`config.mk`:
```
export PLATFORM = sky130hd
export DESIGN_NAME = ddr_mac_phy_bridge
export DESIGN_NICKNAME = d
export VERILOG_FILES = /design/src/rtl/bridge_pkg.sv /design/src/rtl/tx_launch.sv /design/src/rtl/rx_capture.sv /design/src/rtl/ddr_mac_phy_bridge.sv
export SDC_FILE = /design/constraint.sdc
export NUM_CORES = 1
export LEC_CHECK = 0
export ABC_AREA = 1
export BUFFER_PORTS_ARGS = -buffer_cell sky130_fd_sc_hd__buf_2
export CAP_MARGIN = 5
export CORE_AREA = 4 4 61 63
export DETAILED_ROUTE_END_ITERATION = 8
export DIE_AREA = 0 0 65 67
export GPL_ROUTABILITY_DRIVEN = 0
export PLACE_DENSITY = 0.75
export RECOVER_POWER = 50
export SLEW_MARGIN = 20
export SYNTH_ARGS = -nofsm -noshare
export SYNTH_HDL_FRONTEND = slang
export SYNTH_SLANG_ARGS = --single-unit
```
`constraint.sdc`:
```
create_clock -name clk -period 1.1 [get_ports clk]
set_input_delay 0.22 -clock clk [delete_from_list [all_inputs] [get_ports clk]]
set_output_delay 0.22 -clock clk [all_outputs]
set_load 0.005 [all_outputs]
```
`src/rtl/bridge_pkg.sv`:
```
package bridge_pkg;
  typedef enum logic [1:0] {
    SPD_SLOW = 2'b00,
    SPD_MID  = 2'b01,
    SPD_GIG  = 2'b10,
    SPD_GIG2 = 2'b11
  } speed_e;

  function automatic logic is_gig(input logic [1:0] spd);
    return spd[1];
  endfunction
endpackage

```
`src/rtl/tx_launch.sv`:
```
module tx_launch #(
  parameter int NIB_W = 4,
  localparam int BYTE_W = 2 * NIB_W
) (
  input  logic              clk,
  input  logic              rst,
  input  logic              gig,
  input  logic [BYTE_W-1:0] byte_in,
  input  logic              en_in,
  input  logic              err_in,
  output logic [NIB_W-1:0]  nib_out,
  output logic              ctl_out
);
  logic [NIB_W-1:0] rise_q, fall_p, fall_n, pick;
  logic             rctl_q, fctl_p, fctl_n, phase_q;

  always_comb pick = phase_q ? byte_in[BYTE_W-1:NIB_W] : byte_in[NIB_W-1:0];

  always_ff @(posedge clk) begin
    if (rst) begin
      rise_q  <= '0;
      fall_p  <= '0;
      rctl_q  <= 1'b0;
      fctl_p  <= 1'b0;
      phase_q <= 1'b0;
    end else begin
      if (gig) begin
        rise_q  <= byte_in[NIB_W-1:0];
        fall_p  <= byte_in[BYTE_W-1:NIB_W];
        phase_q <= 1'b0;
      end else begin
        rise_q  <= pick;
        fall_p  <= pick;
        phase_q <= en_in ? ~phase_q : 1'b0;
      end
      rctl_q <= en_in;
      fctl_p <= en_in ^ err_in;
    end
  end

  always_ff @(negedge clk) begin
    if (rst) begin
      fall_n <= '0;
      fctl_n <= 1'b0;
    end else begin
      fall_n <= fall_p;
      fctl_n <= fctl_p;
    end
  end

  always_comb begin
    nib_out = clk ? rise_q : fall_n;
    ctl_out = clk ? rctl_q : fctl_n;
  end
endmodule

```
`src/rtl/rx_capture.sv`:
```
module rx_capture #(
  parameter int NIB_W = 4,
  localparam int BYTE_W = 2 * NIB_W
) (
  input  logic              clk,
  input  logic              rst,
  input  logic              gig,
  input  logic [NIB_W-1:0]  nib_in,
  input  logic              ctl_in,
  output logic [BYTE_W-1:0] byte_out,
  output logic              dv_out,
  output logic              err_out
);
  logic [NIB_W-1:0] r_nib, f_nib, hold_lo;
  logic             r_ctl, f_ctl, half_q, err_acc;
  logic             cur_err;

  always_comb cur_err = r_ctl ^ f_ctl;

  always_ff @(posedge clk) begin
    if (rst) begin
      r_nib <= '0;
      r_ctl <= 1'b0;
    end else begin
      r_nib <= nib_in;
      r_ctl <= ctl_in;
    end
  end

  always_ff @(negedge clk) begin
    if (rst) begin
      f_nib <= '0;
      f_ctl <= 1'b0;
    end else begin
      f_nib <= nib_in;
      f_ctl <= ctl_in;
    end
  end

  always_ff @(posedge clk) begin
    if (rst) begin
      byte_out <= '0;
      dv_out   <= 1'b0;
      err_out  <= 1'b0;
      hold_lo  <= '0;
      half_q   <= 1'b0;
      err_acc  <= 1'b0;
    end else if (gig) begin
      byte_out <= {f_nib, r_nib};
      dv_out   <= r_ctl;
      err_out  <= cur_err;
      half_q   <= 1'b0;
      err_acc  <= 1'b0;
    end else begin
      dv_out  <= 1'b0;
      err_out <= 1'b0;
      if (!r_ctl) begin
        half_q  <= 1'b0;
        err_acc <= 1'b0;
      end else if (!half_q) begin
        hold_lo <= r_nib;
        err_acc <= cur_err;
        half_q  <= 1'b1;
      end else begin
        byte_out <= {r_nib, hold_lo};
        dv_out   <= 1'b1;
        err_out  <= err_acc | cur_err;
        half_q   <= 1'b0;
        err_acc  <= 1'b0;
      end
    end
  end
endmodule

```
`src/rtl/ddr_mac_phy_bridge.sv`:
```
module ddr_mac_phy_bridge #(
  parameter int NIB_W = 4,
  localparam int BYTE_W = 2 * NIB_W
) (
  input  logic              clk,
  input  logic              rst,
  input  logic [1:0]        speed,
  input  logic [BYTE_W-1:0] tx_byte,
  input  logic              tx_en,
  input  logic              tx_err,
  output logic [NIB_W-1:0]  tx_nib,
  output logic              tx_ctl,
  input  logic [NIB_W-1:0]  rx_nib,
  input  logic              rx_ctl,
  output logic [BYTE_W-1:0] rx_byte,
  output logic              rx_dv,
  output logic              rx_err
);
  import bridge_pkg::*;

  logic gig_mode;
  always_comb gig_mode = is_gig(speed);

  tx_launch #(.NIB_W(NIB_W)) u_tx (
    .clk(clk), .rst(rst), .gig(gig_mode),
    .byte_in(tx_byte), .en_in(tx_en), .err_in(tx_err),
    .nib_out(tx_nib), .ctl_out(tx_ctl)
  );

  rx_capture #(.NIB_W(NIB_W)) u_rx (
    .clk(clk), .rst(rst), .gig(gig_mode),
    .nib_in(rx_nib), .ctl_in(rx_ctl),
    .byte_out(rx_byte), .dv_out(rx_dv), .err_out(rx_err)
  );
endmodule

```
Word-level counts from Yosys, hierarchy flattened
Index checks and enable logic that the tools add are counted.

Register bits: 42. Output and inout bits: 15. Word-level logic and storage cells: 49.

Multiplexer cells: 17. Bitwise operators: 8. Reductions and logical operators: 7.

Operators by type and width (count): 8-bit 2-to-1 mux (3); 4-bit 2-to-1 mux (5); 1-bit 2-to-1 mux (9); 3-bit OR reduction (2); 1-bit NOT (5); 2-bit nonzero test (2); 4-bit OR reduction (1); 3-bit AND reduction (1); 2-bit AND reduction (1); 1-bit XOR (2); 1-bit bitwise OR (1).

Longest topological paths before layout
Depth in word-level cells: 5. Depth in mapped cells: 6. Gate-level depth less buffers: 5.

By module
From an unflattened synthesis, not the netlist that was laid out.

Cells, all modules: 214. Area, all modules: 1616.6 µm².

By module, submodules not included: rx_capture (instances 1, cells an instance 126, area each 968.4 µm², seq. area each 520.5 µm²); tx_launch (instances 1, cells an instance 88, area each 648.1 µm², seq. area each 320.3 µm²).

==> run_results.csv <==
group,metric,value,unit
route,route.detailed.drc,0,
hold_path,holdCritPathClass,"primary input to register",
power,internal_power,0.00304,W
synth,seq_area_frac_synth,51.5,%
finish,finish.utilization,68.4,%
worst_setup_path,reg2regPathDepth,3,
power,p_leak,1.17,nW
timing,setup_viol,34,
power,combinationalPowerShare,7.1,%
synth,yosys.area.top_type,"dfxtp_1",
route,ant_nets,0,
power,pwr-share-seq,38.3,%
floorplan,pin_count,34,
worst_setup_path,ff2ff_setup_slack,-220,ps
route,via_per_inst,4.66,
synth,ys_warn_count,0,
worst_setup_path,startpoint,"u_tx.fall_n[2]",
grt,grt_overflow_total,0,
timing,fin_skew,161,ps
place,post-place-cells,296,
route,num_vias,1562,
grt,grt_antenna_before_repair,0,
grt,grt_max_degree,17,
run,max_cap_violations,0,
floorplan,core.rowCount,21,
timing,worst_pin_slew,763,ps
synth,ys_types,21,
worst_setup_path,cp-end-kind,"output port",
finish,layout.cells.non_filler,335,
place,portBuffers,32,
place,dp_slack,-157,ps
finish,finalNetCount,306,
floorplan,initial_core_util,50.5,%
worst_setup_path,worstPathArrival,1440,ps
cts,insertion_delay,480,ps
power,share_clk_of_total_power,54.5,%
worst_setup_path,crit_fanout,1,
power,peakVddDrop,0.000945,V
grt,grt.total_usage,17.9,%
synth,synth_top_area_share,51.5,%
finish,insertedDiodeCount,0,
grt,grt_pass1_vias,1457,
route,totalWireLength,3760,um
finish,fill_cells,293,
worst_setup_path,critPathKind,"register to output port",
synth,synth_nets,232,
timing,finalHoldViolations,0,
power,p_sw,0.00124,W
timing,setup_ws,-561,ps
synth,ys_ff_latch,42,
synth,synth_area,1630,um2
timing,slew_headroom,49.1,%
route,first_pass_iters,6,
power,power.density,1940,nW/um2
worst_setup_path,cp-start-kind,"register",
finish,drive_above_1_share,36.0,%
floorplan,fp.dieH,67,um
synth,synth_area_leaders,"dfxtp_1 (52%), nand2_1 (14%), inv_1 (5.8%)",
cts,cts_tree,"yes",
floorplan,dieArea,4360,um2
route,drt_iter0_drc,81,
timing,maxSlewViolCount,0,
floorplan,coreArea,3230,um2
cts,clk_pin_slew,140,ps
power,total_power,0.00428,W
finish,syn_to_final_growth,35.5,%
synth,syn_inst,213,
route,wl_per_cell,11.2,um
worst_setup_path,crit_path_end,"tx_nib[2]",
timing,rsz0062_at_grt,"true",
floorplan,die_x,65,um
worst_setup_path,worstPathRequired,880,ps
synth,avgSynthCellArea,7.66,um2
outcome,outcome,"finished with violations",
power,p_sw_share,28.9,%
outcome,violations,"negative setup slack",
worst_setup_path,r2r_start,"u_rx.f_ctl",
place,detailed_place_hpwl,2320,um
grt,grt_pass1_wl,5620,um
timing,holdWs,0.316,ps
worst_setup_path,reg2reg_to,"u_rx.err_out",
[metrics by stage]
step,area (um2),setup TNS (ps)
global route,2210,-7040
global placement,1910,-1910
floorplan,1670,-920
CTS,2180,-3580
finish,2210,-5000
detailed placement,1910,-2150
[cells in the mapped netlist]
library cell / number
nor2_2: 1
inv_1: 25
nand3b_1: 4
nand2_2: 10
nor2_1: 22
buf_6: 1
xnor2_1: 1
nand3_2: 1
inv_2: 2
buf_4: 2
nor4_2: 1
nor3_1: 2
a21oi_1: 16
nand2_4: 1
buf_2: 4
a21oi_2: 1
nand3_1: 12
buf_12: 1
nand2_1: 63
dfxtp_1: 42
clkbuf_1: 1
[layout make-up]
cell class | instances | area, um2 | area share (%)
clock inverter | 19 | 92.6 | 4.19
sequential | 42 | 861 | 38.9
tap | 46 | 57.6 | 2.60
inverter | 26 | 97.6 | 4.41
multi-input combinational | 135 | 633 | 28.6
timing repair buffer | 46 | 278 | 12.6
clock buffer | 21 | 191 | 8.66
[registers in the layout (all words and copies together) (netlist names)]
register and count:
u_tx.fctl_n 1, u_tx.phase_q 1, u_rx.err_acc 1, u_rx.f_ctl 1
u_tx.rctl_q 1, u_rx.byte_out 8, u_tx.fctl_p 1, u_tx.fall_n 4
u_rx.hold_lo 4, u_rx.r_nib 4, u_rx.dv_out 1, u_tx.fall_p 4
u_rx.half_q 1, u_rx.err_out 1, u_tx.rise_q 4, u_rx.r_ctl 1
u_rx.f_nib 4
[worst max-delay path: stages, from the launching register on]
cell and delay, ps:
dfxtp_2 310, nand2_2 50, nand2_1 40, buf_2 110
[power groups by stage]
stage | clock, W | combinational, W | sequential [W]
6_report | 0.00234 | 0.000306 | 0.00164
5_1_grt | 0.00257 | 0.000345 | 0.00165
4_1_cts | 0.00233 | 0.000304 | 0.00164
3_5_place_dp | 0.000229 | 0.000298 | 0.00167
3_3_place_gp | 0.000229 | 0.000291 | 0.00166
2_1_floorplan | 0.000174 | 0.000200 | 0.00166
[routing by layer]
metal  track usage [%]  share of wire [%]  vias to the layer above
li1                  -                  -                      793
met4              16.1                2.3                        0
met3              10.8                7.3                       12
met5                 0                  0                        -
met1              17.6                 40                      691
met2              26.2                 50                       66
[timing repair]
action / 4_1_cts / 5_1_grt
resized for setup: 19 / 10
hold buffers: 0 / 4
cloned: 0 / 0
pin swaps: 9 / 2
setup buffers: 8 / 1
endpoints found under the setup margin: 31 / 34
endpoints found under the hold margin: 0 / 4
[cells in the final DEF, fill, tap and decap left out, types with 2 or more instances in the layout]
cell type / n
nand3b_1: 4
nor2_1: 22
nand2_1: 61
dfxtp_2: 13
clkbuf_16: 2
inv_1: 35
inv_2: 6
dlygate4sd3_1: 4
nand2_2: 12
a21oi_2: 2
nand3_1: 12
clkbuf_1: 2
dfxtp_1: 28
a21oi_1: 15
clkbuf_4: 7
buf_4: 16
buf_6: 3
buf_2: 32
[worst min-delay path by stage]
stage	end	slack, ps	from	cells past startpoint
global placement	tx_ctl	390	clk	3
global route	u_rx.r_nib[0]	10	rx_nib[0]	3
CTS	u_rx.r_nib[0]	8	rx_nib[0]	3
finish	u_rx.r_nib[0]	0.3	rx_nib[0]	3
floorplan	tx_ctl	310	clk	2
detailed placement	tx_ctl	390	clk	3
[logic make-up after synthesis]
family                 synth area share, %
AO/OA/AOI/OAI                         5.45
flip-flops                            51.5
AND/OR/NAND/NOR                       32.0
buffers and inverters                 10.5
XOR/XNOR                             0.537
No activity file was read; power rests on OpenSTA's default activity.
